--- src/rtl/osd_pkg.sv ---
package osd_pkg;

    localparam int CNT_W       = 10;
    localparam int SYNC_STAGES = 2;

    localparam logic [2:0] MODE_LP = 3'd0;
    localparam logic [2:0] MODE_XT = 3'd1;
    localparam logic [2:0] MODE_HS = 3'd2;

    typedef enum logic [1:0] {
        ST_PWRT  = 2'd0,
        ST_COUNT = 2'd1,
        ST_RUN   = 2'd2,
        ST_SLEEP = 2'd3
    } osd_state_t;

    typedef struct packed {
        logic xtal;
        logic skip_now;
        logic sleep_req;
        logic wake_req;
        logic pwrt_ok;
    } osd_ctrl_t;

    function automatic logic is_crystal(input logic [2:0] mode);
        return (mode == MODE_LP) || (mode == MODE_XT) || (mode == MODE_HS);
    endfunction

    function automatic logic skip_ok(input logic [2:0] mode, input logic sec_en,
                                     input logic sel, input logic prim);
        return (mode == MODE_LP) && sec_en && !sel && prim;
    endfunction

endpackage

--- src/rtl/osd_edge_sync.sv ---
module osd_edge_sync #(
    parameter int STAGES = 2
) (
    input  logic clk,
    input  logic rst,
    input  logic raw_in,
    output logic rise
);
    logic [STAGES-1:0] chain;
    logic              last;

    generate
        if (STAGES == 1) begin : g_one
            always_ff @(posedge clk) begin
                if (rst) chain <= '0;
                else     chain <= raw_in;
            end
        end else begin : g_many
            always_ff @(posedge clk) begin
                if (rst) chain <= '0;
                else     chain <= {chain[STAGES-2:0], raw_in};
            end
        end
    endgenerate

    always_ff @(posedge clk) begin
        if (rst) last <= 1'b0;
        else     last <= chain[STAGES-1];
    end

    assign rise = chain[STAGES-1] & ~last;


    rise_single_chk: assert property (@(posedge clk) disable iff (rst)
        rise |=> !rise);
endmodule

--- src/rtl/osd_counter.sv ---
module osd_counter #(
    parameter int W = 10
) (
    input  logic         clk,
    input  logic         rst,
    input  logic         clr,
    input  logic         inc,
    output logic [W-1:0] value,
    output logic         at_top
);
    always_ff @(posedge clk) begin
        if (rst || clr) value <= '0;
        else if (inc)   value <= value + 1'b1;
    end

    assign at_top = &value;


    cnt_wrap_chk: assert property (@(posedge clk) disable iff (rst)
        (inc && at_top) |=> (value == '0));


    cnt_clear_chk: assert property (@(posedge clk) disable iff (rst)
        clr |=> (value == '0));
endmodule

--- src/rtl/osd_fsm.sv ---
module osd_fsm
    import osd_pkg::*;
(
    input  logic       clk,
    input  logic       rst,
    input  osd_ctrl_t  ctrl,
    input  logic       edge_hit,
    input  logic       cnt_top,
    output osd_state_t state,
    output logic       skip_l
);
    osd_state_t nxt;

    always_comb begin
        nxt = state;
        unique case (state)
            ST_PWRT:  if (ctrl.pwrt_ok)          nxt = ctrl.xtal ? ST_COUNT : ST_RUN;
            ST_COUNT: if (edge_hit && cnt_top)   nxt = ST_RUN;
            ST_RUN:   if (ctrl.sleep_req)        nxt = ST_SLEEP;
            ST_SLEEP: if (ctrl.wake_req)         nxt = (skip_l || !ctrl.xtal) ? ST_RUN : ST_COUNT;
            default:                             nxt = ST_PWRT;
        endcase
    end

    always_ff @(posedge clk) begin
        if (rst) begin
            state  <= ST_PWRT;
            skip_l <= 1'b0;
        end else begin
            state <= nxt;
            if (state == ST_RUN && ctrl.sleep_req)
                skip_l <= ctrl.skip_now;
        end
    end


    skip_latched_chk: assert property (@(posedge clk) disable iff (rst)
        (state == ST_SLEEP && $past(state) == ST_SLEEP) |-> $stable(skip_l));


    pwrt_gate_chk: assert property (@(posedge clk) disable iff (rst)
        (state == ST_PWRT && !ctrl.pwrt_ok) |=> (state == ST_PWRT));
endmodule

--- src/rtl/osc_start_delay.sv ---
module osc_start_delay
    import osd_pkg::*;
(
    input  logic       clk,
    input  logic       rst,
    input  logic       osc_in,
    input  logic [2:0] osc_mode,
    input  logic       pwrt_done,
    input  logic       sleep_enter,
    input  logic       wake,
    input  logic       sec_osc_en,
    input  logic       clk_sel,
    input  logic       on_primary,
    output logic       exec_stall,
    output logic       clk_ready,
    output logic       wdt_hold
);
    localparam int DELAY = 1 << CNT_W;

    osd_ctrl_t         ctrl;
    osd_state_t        state;
    logic              skip_l;
    logic              osc_rise;
    logic [CNT_W-1:0]  cnt_val;
    logic              cnt_top;
    logic              counting;

    assign ctrl.xtal      = is_crystal(osc_mode);
    assign ctrl.skip_now  = skip_ok(osc_mode, sec_osc_en, clk_sel, on_primary);
    assign ctrl.sleep_req = sleep_enter;
    assign ctrl.wake_req  = wake;
    assign ctrl.pwrt_ok   = pwrt_done;

    osd_edge_sync #(.STAGES(SYNC_STAGES)) u_sync (
        .clk    (clk),
        .rst    (rst),
        .raw_in (osc_in),
        .rise   (osc_rise)
    );

    assign counting = (state == ST_COUNT);

    osd_counter #(.W(CNT_W)) u_cnt (
        .clk    (clk),
        .rst    (rst),
        .clr    (!counting),
        .inc    (counting && osc_rise),
        .value  (cnt_val),
        .at_top (cnt_top)
    );

    osd_fsm u_fsm (
        .clk      (clk),
        .rst      (rst),
        .ctrl     (ctrl),
        .edge_hit (osc_rise),
        .cnt_top  (cnt_top),
        .state    (state),
        .skip_l   (skip_l)
    );

    assign exec_stall = (state == ST_PWRT) || (state == ST_COUNT);
    assign wdt_hold   = exec_stall;
    assign clk_ready  = (state == ST_RUN) || (state == ST_SLEEP && skip_l);


    stall_ready_excl_chk: assert property (@(posedge clk) disable iff (rst)
        !(exec_stall && clk_ready));


    ready_after_count_chk: assert property (@(posedge clk) disable iff (rst)
        ($rose(clk_ready) && $past(state) == ST_COUNT) |-> $past(cnt_top && osc_rise));


    skip_wake_chk: assert property (@(posedge clk) disable iff (rst)
        (state == ST_SLEEP && skip_l && wake) |=> (clk_ready && !exec_stall));


    sleep_clear_chk: assert property (@(posedge clk) disable iff (rst)
        (state == ST_RUN && sleep_enter && !ctrl.skip_now) |=> (!clk_ready && !exec_stall));


    delay_size_chk: assert final (DELAY == 1024);
endmodule

--- config.mk ---
export PLATFORM = sky130hd
export DESIGN_NAME = osc_start_delay
export DESIGN_NICKNAME = d
export VERILOG_FILES = /design/src/rtl/osd_pkg.sv /design/src/rtl/osd_edge_sync.sv /design/src/rtl/osd_counter.sv /design/src/rtl/osd_fsm.sv /design/src/rtl/osc_start_delay.sv
export SDC_FILE = /design/constraint.sdc
export NUM_CORES = 1
export LEC_CHECK = 0
export BUFFER_PORTS_ARGS = -buffer_cell sky130_fd_sc_hd__buf_2
export CORE_UTILIZATION = 52
export CTS_CLUSTER_DIAMETER = 100
export DETAILED_ROUTE_END_ITERATION = 7
export PLACE_DENSITY_LB_ADDON = 0.1
export SKIP_LAST_GASP = 1
export SYNTH_ARGS = -nofsm -noshare
export SYNTH_HDL_FRONTEND = slang
export SYNTH_HIERARCHICAL = 1
export SYNTH_SLANG_ARGS = --single-unit
--- constraint.sdc ---
create_clock -name clk -period 1.9 [get_ports clk]
set_input_delay 0.475 -clock clk [delete_from_list [all_inputs] [get_ports clk]]
set_output_delay 0.475 -clock clk [all_outputs]
set_load 0.05 [all_outputs]
==> results of run 1 <==
==> placed cells by master, fill, tap and decap left out, drive strengths merged <==
| master | Yosys | layout |
|---|---|---|
| a211oi | 1 | 1 |
| a21oi | 7 | 7 |
| a311o | 1 | 1 |
| a311oi | 1 | 1 |
| and2 | 1 | 1 |
| and3 | 1 | 1 |
| buf | 2 | 16 |
| clkbuf | 2 | 4 |
| dfxtp | 16 | 16 |
| ha | 1 | 1 |
| inv | 4 | 4 |
| mux2i | 3 | 3 |
| mux4 | 1 | 1 |
| nand2 | 6 | 6 |
| nand2b | 1 | 1 |
| nand3 | 4 | 4 |
| nand3b | 1 | 1 |
| nand4 | 3 | 3 |
| nand4bb | 1 | 1 |
| nor2 | 6 | 6 |
| nor2b | 6 | 6 |
| nor3 | 2 | 2 |
| nor3b | 1 | 1 |
| o211ai | 1 | 1 |
| o21ai | 3 | 3 |
| o31ai | 3 | 3 |
| or2 | 1 | 1 |
| or3 | 2 | 2 |
| or4 | 3 | 3 |
| xnor2 | 1 | 1 |
| xor2 | 3 | 3 |
==> cell families (layout without fill, tap and decap cells) <==
kind of cell | Yosys count | in the layout
xor+xnor | 4 | 4
fa+ha+maj | 1 | 1
simple gates | 39 | 39
flops | 16 | 16
buf+inv | 8 | 24
mux | 4 | 4
compound gates | 17 | 17
==> worst max-delay path: stages, from the launching register on <==
cell,delay (ps)
dfxtp_1,330
nor2b_2,190
and3_1,310
nand3_1,200
or4_1,500
a21oi_1,140
==> routing by layer <==
layer | part of all wire (%) | up-vias | GRT usage (%)
met1 | 53 | 317 | 27.30
met2 | 42 | 14 | 29.69
met5 | 0 | - | 0
met4 | 0.67 | 0 | 4.839
li1 | - | 356 | -
met3 | 4.2 | 2 | 7.979
==> cells in the mapped netlist (all sizes together) (2+ instances only) <==
cell / number / area share (%)
nor3: 2 / 1.9
inv: 4 / 1.9
buf: 2 / 1.6
nand3: 4 / 2.5
nor2b: 6 / 5.0
a21oi: 7 / 4.4
o31ai: 3 / 2.8
mux2i: 3 / 3.7
xor2: 3 / 3.3
o21ai: 3 / 1.9
dfxtp: 16 / 40
nand4: 3 / 4.2
nand2: 6 / 2.8
nor2: 6 / 2.8
clkbuf: 2 / 1.1
or3: 2 / 1.7
or4: 3 / 2.8
==> registers in the layout, indices dropped and copies added (netlist names) <==
register / flops
u_cnt/value: 10
u_fsm/state: 2
u_sync/chain: 2
u_fsm/skip_l: 1
u_sync/last: 1
==> final timing paths <==
| check | to | slack, ps | cells past startpoint |
|---|---|---|---|
| worst max-delay path | u_cnt/value[9] | 180 | 5 |
| worst min-delay path | u_sync/chain[0] | 410 | 2 |
| worst min register to register | u_sync/chain[1] | 450 | 1 |
| worst max register to register | u_cnt/value[9] | 180 | 5 |
==> report_power, final <==
part	leakage (nW)	switching, mW	internal (mW)	total [mW]
combinational	0.188	0.112	0.0621	0.174
clock	0.0210	0.101	0.117	0.217
sequential	0.130	0.00462	0.346	0.351
==> cell type report <==
| cell class | count | area share, % |
|---|---|---|
| Clock buffer | 4 | 3.930 |
| Multi-Input combinational cell | 65 | 48.51 |
| Sequential cell | 16 | 34.69 |
| Tap cell | 15 | 2.033 |
| Inverter | 4 | 1.626 |
| Timing Repair Buffer | 16 | 9.214 |
==> through the flow <==
stage	hold slack, ps	std cells	power (mW)	cell area (um^2)	util [%]
2_1_floorplan	413.8	89	0.4903	804.5	-
3_3_place_gp	424.5	116	0.5294	887.1	64.93
3_5_place_dp	437.6	116	0.5320	887.1	64.93
4_1_cts	402.4	120	0.7524	923.4	67.58
5_1_grt	404.0	120	0.7820	923.4	67.58
6_report	408.5	120	0.7421	923.4	67.58
==> run_results.csv, run 1 <==
group,metric,value,unit
yosys,synth-simple-area-share,30.02,%
timing,hold_viol_final,0,
timing,fmax,0.5819,GHz
worst_setup_path,cp_max_fo,6,
global_routing,grt_max_degree,11,
clock_tree,clockBufferDepth,2,
clock_tree,worst_skew_pair.late_latency,280,ps
global_routing,grt_pass1_wl,2.208,mm
route,first_iter_violations,12,
placed_design,globalplace.congestion,0.7475,
yosys,synthesis.nets,102,
yosys,synth_edf_count,0,
finish,area_delta_synth_final,14.77,%
timing,worst_slack,181.4,ps
floorplan,fp.dieH,41.34,um
route,vias_per_cell,5.742,
clock_tree,cts_resized,0,
clock_tree,numCtsBuffers,3,
global_routing,antenna_found_initial,0,
finish,seqCellArea,320.3,um^2
worst_setup_path,required,2130,ps
floorplan,initial_core_util,58.88,%
pwr,ir_drop,0.0006186,V
yosys,synthMuxAreaShare,6.532,%
yosys,synthCells,89,
yosys,synth-seq-area-share,39.81,%
min_path,hp-start,"osc_in",
clock_tree,clkTransAtPathRegs,90,ps
yosys,synthXorXnorAreaFrac,4.355,%
yosys,synth_ff_type,"dfxtp_1",
floorplan,ioPinCount,15,
yosys,syn_avg_cell_area,9.040,um^2
clock_tree,h-tree-depth,1,
floorplan,dieArea,1709,um^2
worst_setup_path,worst_setup_path_start_kind,"flip-flop",
floorplan,die_w,41.34,um
clock_tree,postCtsHoldBufs,0,
timing,slew_headroom,83.63,%
yosys,netlist_area,804.5,um^2
timing,tightest_slew,247.3,ps
timing,rsz0062_at_grt,"no",
route,wirelength,1.491,mm
finish,n_fill_cell,121,
placed_design,portBuffers,14,
finish,antennaDiodeCount,0,
placed_design,pre_cts_ws,224.2,ps
worst_setup_path,critPathKind,"reg -> reg",
yosys,synth.distinct_cells,37,
global_routing,grt_usage,20.09,%
clock_tree,postCtsSetupBuffers,0,
yosys,ys_ff_latch,16,
worst_setup_path,reg2reg_from,"u_sync/chain[1]",
global_routing,overflow,0,
floorplan,core,1366,um^2
route,wl_per_cell,12.43,um
global_routing,first_global_vias,534,
finish,multiInputGateArea,447.9,um^2
floorplan,placementRows,13,
timing,period_needed,1719,ps
yosys,synthArstFlopShare,0,%
timing,slew_viol_final,0,
pwr,power_density,803.7,nW/um^2
worst_setup_path,cp.arrival,1940,ps
yosys,synth_top_family_by_area,"simple AND/OR/NAND/NOR gates",
clock_tree,root_buffer,"clkbuf_4",
clock_tree,cts_tree,"yes",
timing,worst_clock_skew,8.650,ps
min_path,hp-class,"in -> reg",
yosys,synthAdderAreaFrac,1.555,%
timing,post-route-period-util,90.45,%
yosys,synth_compound_area_share,13.22,%
run_status,status,"finished clean",
clock_tree,cts_sinks,16,
finish,layout-drive-gt1-share,24.76,%
yosys,yosysWarnings,6,
route,num_vias,689,
pwr,leakagePower,0.3384,nW
route,ant_nets,0,
timing,setup_violations,0,
worst_setup_path,crit_path_start,"u_sync/chain[1]",
route,dr.pass1.iters,4,
route,drc_errors,0,
finish,nets,119,
timing,tns,0,ps
worst_setup_path,endpoint_kind,"flip-flop",
run,cap_violations,0,
(Power assumes the default switching activity.)
==> run 2: changes to the inputs <==
Settings changed: CORE_UTILIZATION 52 to 56.
Clock period 1.9 ns to 2.23 ns, I/O delays scaled along.
==> run 2 against run 1 <==
Clock skew up 5.6 ps. Clock-buffer cell count decreased by 1. Combinational power is 29% lower.
==> run_results.csv, run 2 (same netlist as run 1, synthesis figures left out) <==
group,metric,value,unit
global_routing,overflow,0,
route,vias_per_cell,5.752,
floorplan,dieArea,1592,um^2
timing,rsz0062_at_grt,"no",
clock_tree,clkTransAtPathRegs,90,ps
pwr,ir_drop,0.0003730,V
finish,layout-drive-gt1-share,22.55,%
global_routing,antenna_found_initial,0,
global_routing,grt_pass1_wl,2.387,mm
finish,n_fill_cell,114,
pwr,p_total,585.6,uW
floorplan,die_w,39.91,um
finish,multiInputGateArea,447.9,um^2
min_path,hp-class,"reg -> reg",
floorplan,fp.dieH,39.91,um
route,num_vias,673,
global_routing,first_global_vias,564,
global_routing,grt_max_degree,12,
timing,fmax,0.5167,GHz
run_status,status,"finished clean",
worst_setup_path,cp.arrival,1380,ps
timing,period_needed,1935,ps
finish,final_common_cell,"dfxtp_1",
route,drc_errors,0,
clock_tree,postCtsSetupBuffers,0,
finish,antennaDiodeCount,0,
clock_tree,cts_tree,"yes",
finish,final_cell_mix,"16 x dfxtp_1, 14 x buf_2, 7 x a21oi_1",
placed_design,hpwl,1.127,mm
finish,largest_reg_flops,10,
route,wl_per_cell,12.61,um
timing,tns,0,ps
finish,top_register,"u_cnt/value",
global_routing,grt_usage,23.27,%
pwr,leakagePower,0.3207,nW
worst_setup_path,required,1670,ps
timing,post-route-period-util,86.79,%
timing,tightest_slew,337.4,ps
run,cap_violations,0,
floorplan,placementRows,13,
clock_tree,cts_sinks,16,
timing,setup_violations,0,
worst_setup_path,critPathKind,"reg -> out",
worst_setup_path,endpoint_kind,"output port",
placed_design,pre_cts_ws,481.9,ps
finish,nets,117,
clock_tree,cts_resized,0,
timing,worst_slack,294.6,ps
floorplan,ioPinCount,15,
clock_tree,clockBufferDepth,2,
clock_tree,root_buffer,"clkbuf_4",
clock_tree,numCtsBuffers,3,
placed_design,portBuffers,14,
finish,area_delta_synth_final,11.20,%
pwr,power_density,654.6,nW/um^2
finish,seqCellArea,320.3,um^2
floorplan,core,1318,um^2
clock_tree,postCtsHoldBufs,0,
route,dr.pass1.iters,4,
clock_tree,h-tree-depth,1,
timing,slew_viol_final,0,
clock_tree,worst_skew_pair.late_latency,290,ps
route,first_iter_violations,14,
worst_setup_path,cp_max_fo,11,
placed_design,globalplace.congestion,0.6973,
route,wirelength,1.475,mm
floorplan,initial_core_util,61.06,%
route,ant_nets,0,
timing,worst_clock_skew,14.22,ps
timing,fin_hold_ws,459.1,ps
worst_setup_path,worst_setup_path_start_kind,"flip-flop",
timing,slew_headroom,77.48,%
timing,hold_viol_final,0,
finish,reg.largest.list,"u_cnt/value (10), u_fsm/state (2), u_sync/chain (2)",
==> run 2: cell types whose count changed in the layout (fill, tap and decap cells not counted), sizes merged <==
cell    previous run  this run
clkbuf             4         3
buf               16        14
==> run 2: layout make-up <==
| class | instances | area share, % |
|---|---|---|
| clock buffers | 3 | 2.517 |
| inverters | 4 | 1.678 |
| multi-input cells | 65 | 50.07 |
| flip-flops and latches | 16 | 35.80 |
| well taps | 15 | 2.098 |
| repair buffers | 14 | 7.832 |
==> run 2: worst max-delay path, cell delays in order, from the launching register on <==
cell and delay [ps]:
dfxtp_1 530, inv_1 150, a21oi_1 130, buf_2 270
==> run 2: where the power goes <==
| part | leakage, nW | switching (mW) | internal (mW) |
|---|---|---|---|
| registers | 0.130 | 0.0192 | 0.295 |
| logic | 0.177 | 0.0787 | 0.0442 |
| clock network | 0.0138 | 0.0860 | 0.0627 |
| total | 0.321 | 0.184 | 0.402 |
==> run 2: through the flow <==
stage          util (%)  std cells  cell area, um^2
2_1_floorplan         -         89            804.5
3_3_place_gp      66.19        114            872.1
5_1_grt           67.90        117            894.6
3_5_place_dp      66.19        114            872.1
6_report          67.90        117            894.6
4_1_cts           67.90        117            894.6
==> run 2: routing by layer <==
metal / routed length (um) / global-route usage, % / vias to the layer above / part of all wire, %
met5: 0 / 0 / - / 0
met4: 30 / 10.34 / 0 / 2.0
met3: 63 / 8.523 / 5 / 4.3
met2: 646 / 33.06 / 14 / 44
met1: 734 / 30.93 / 307 / 50
li1: - / - / 347 / -
==> run 2: final timing paths <==
path,start,to,slack (ps),depth (start not counted)
max,u_fsm/state[1],clk_ready,290,3
min,u_sync/chain[0],u_sync/chain[1],460,1
max reg2reg,u_fsm/state[1],u_cnt/value[9],450,5
min reg2reg,u_sync/chain[0],u_sync/chain[1],460,1
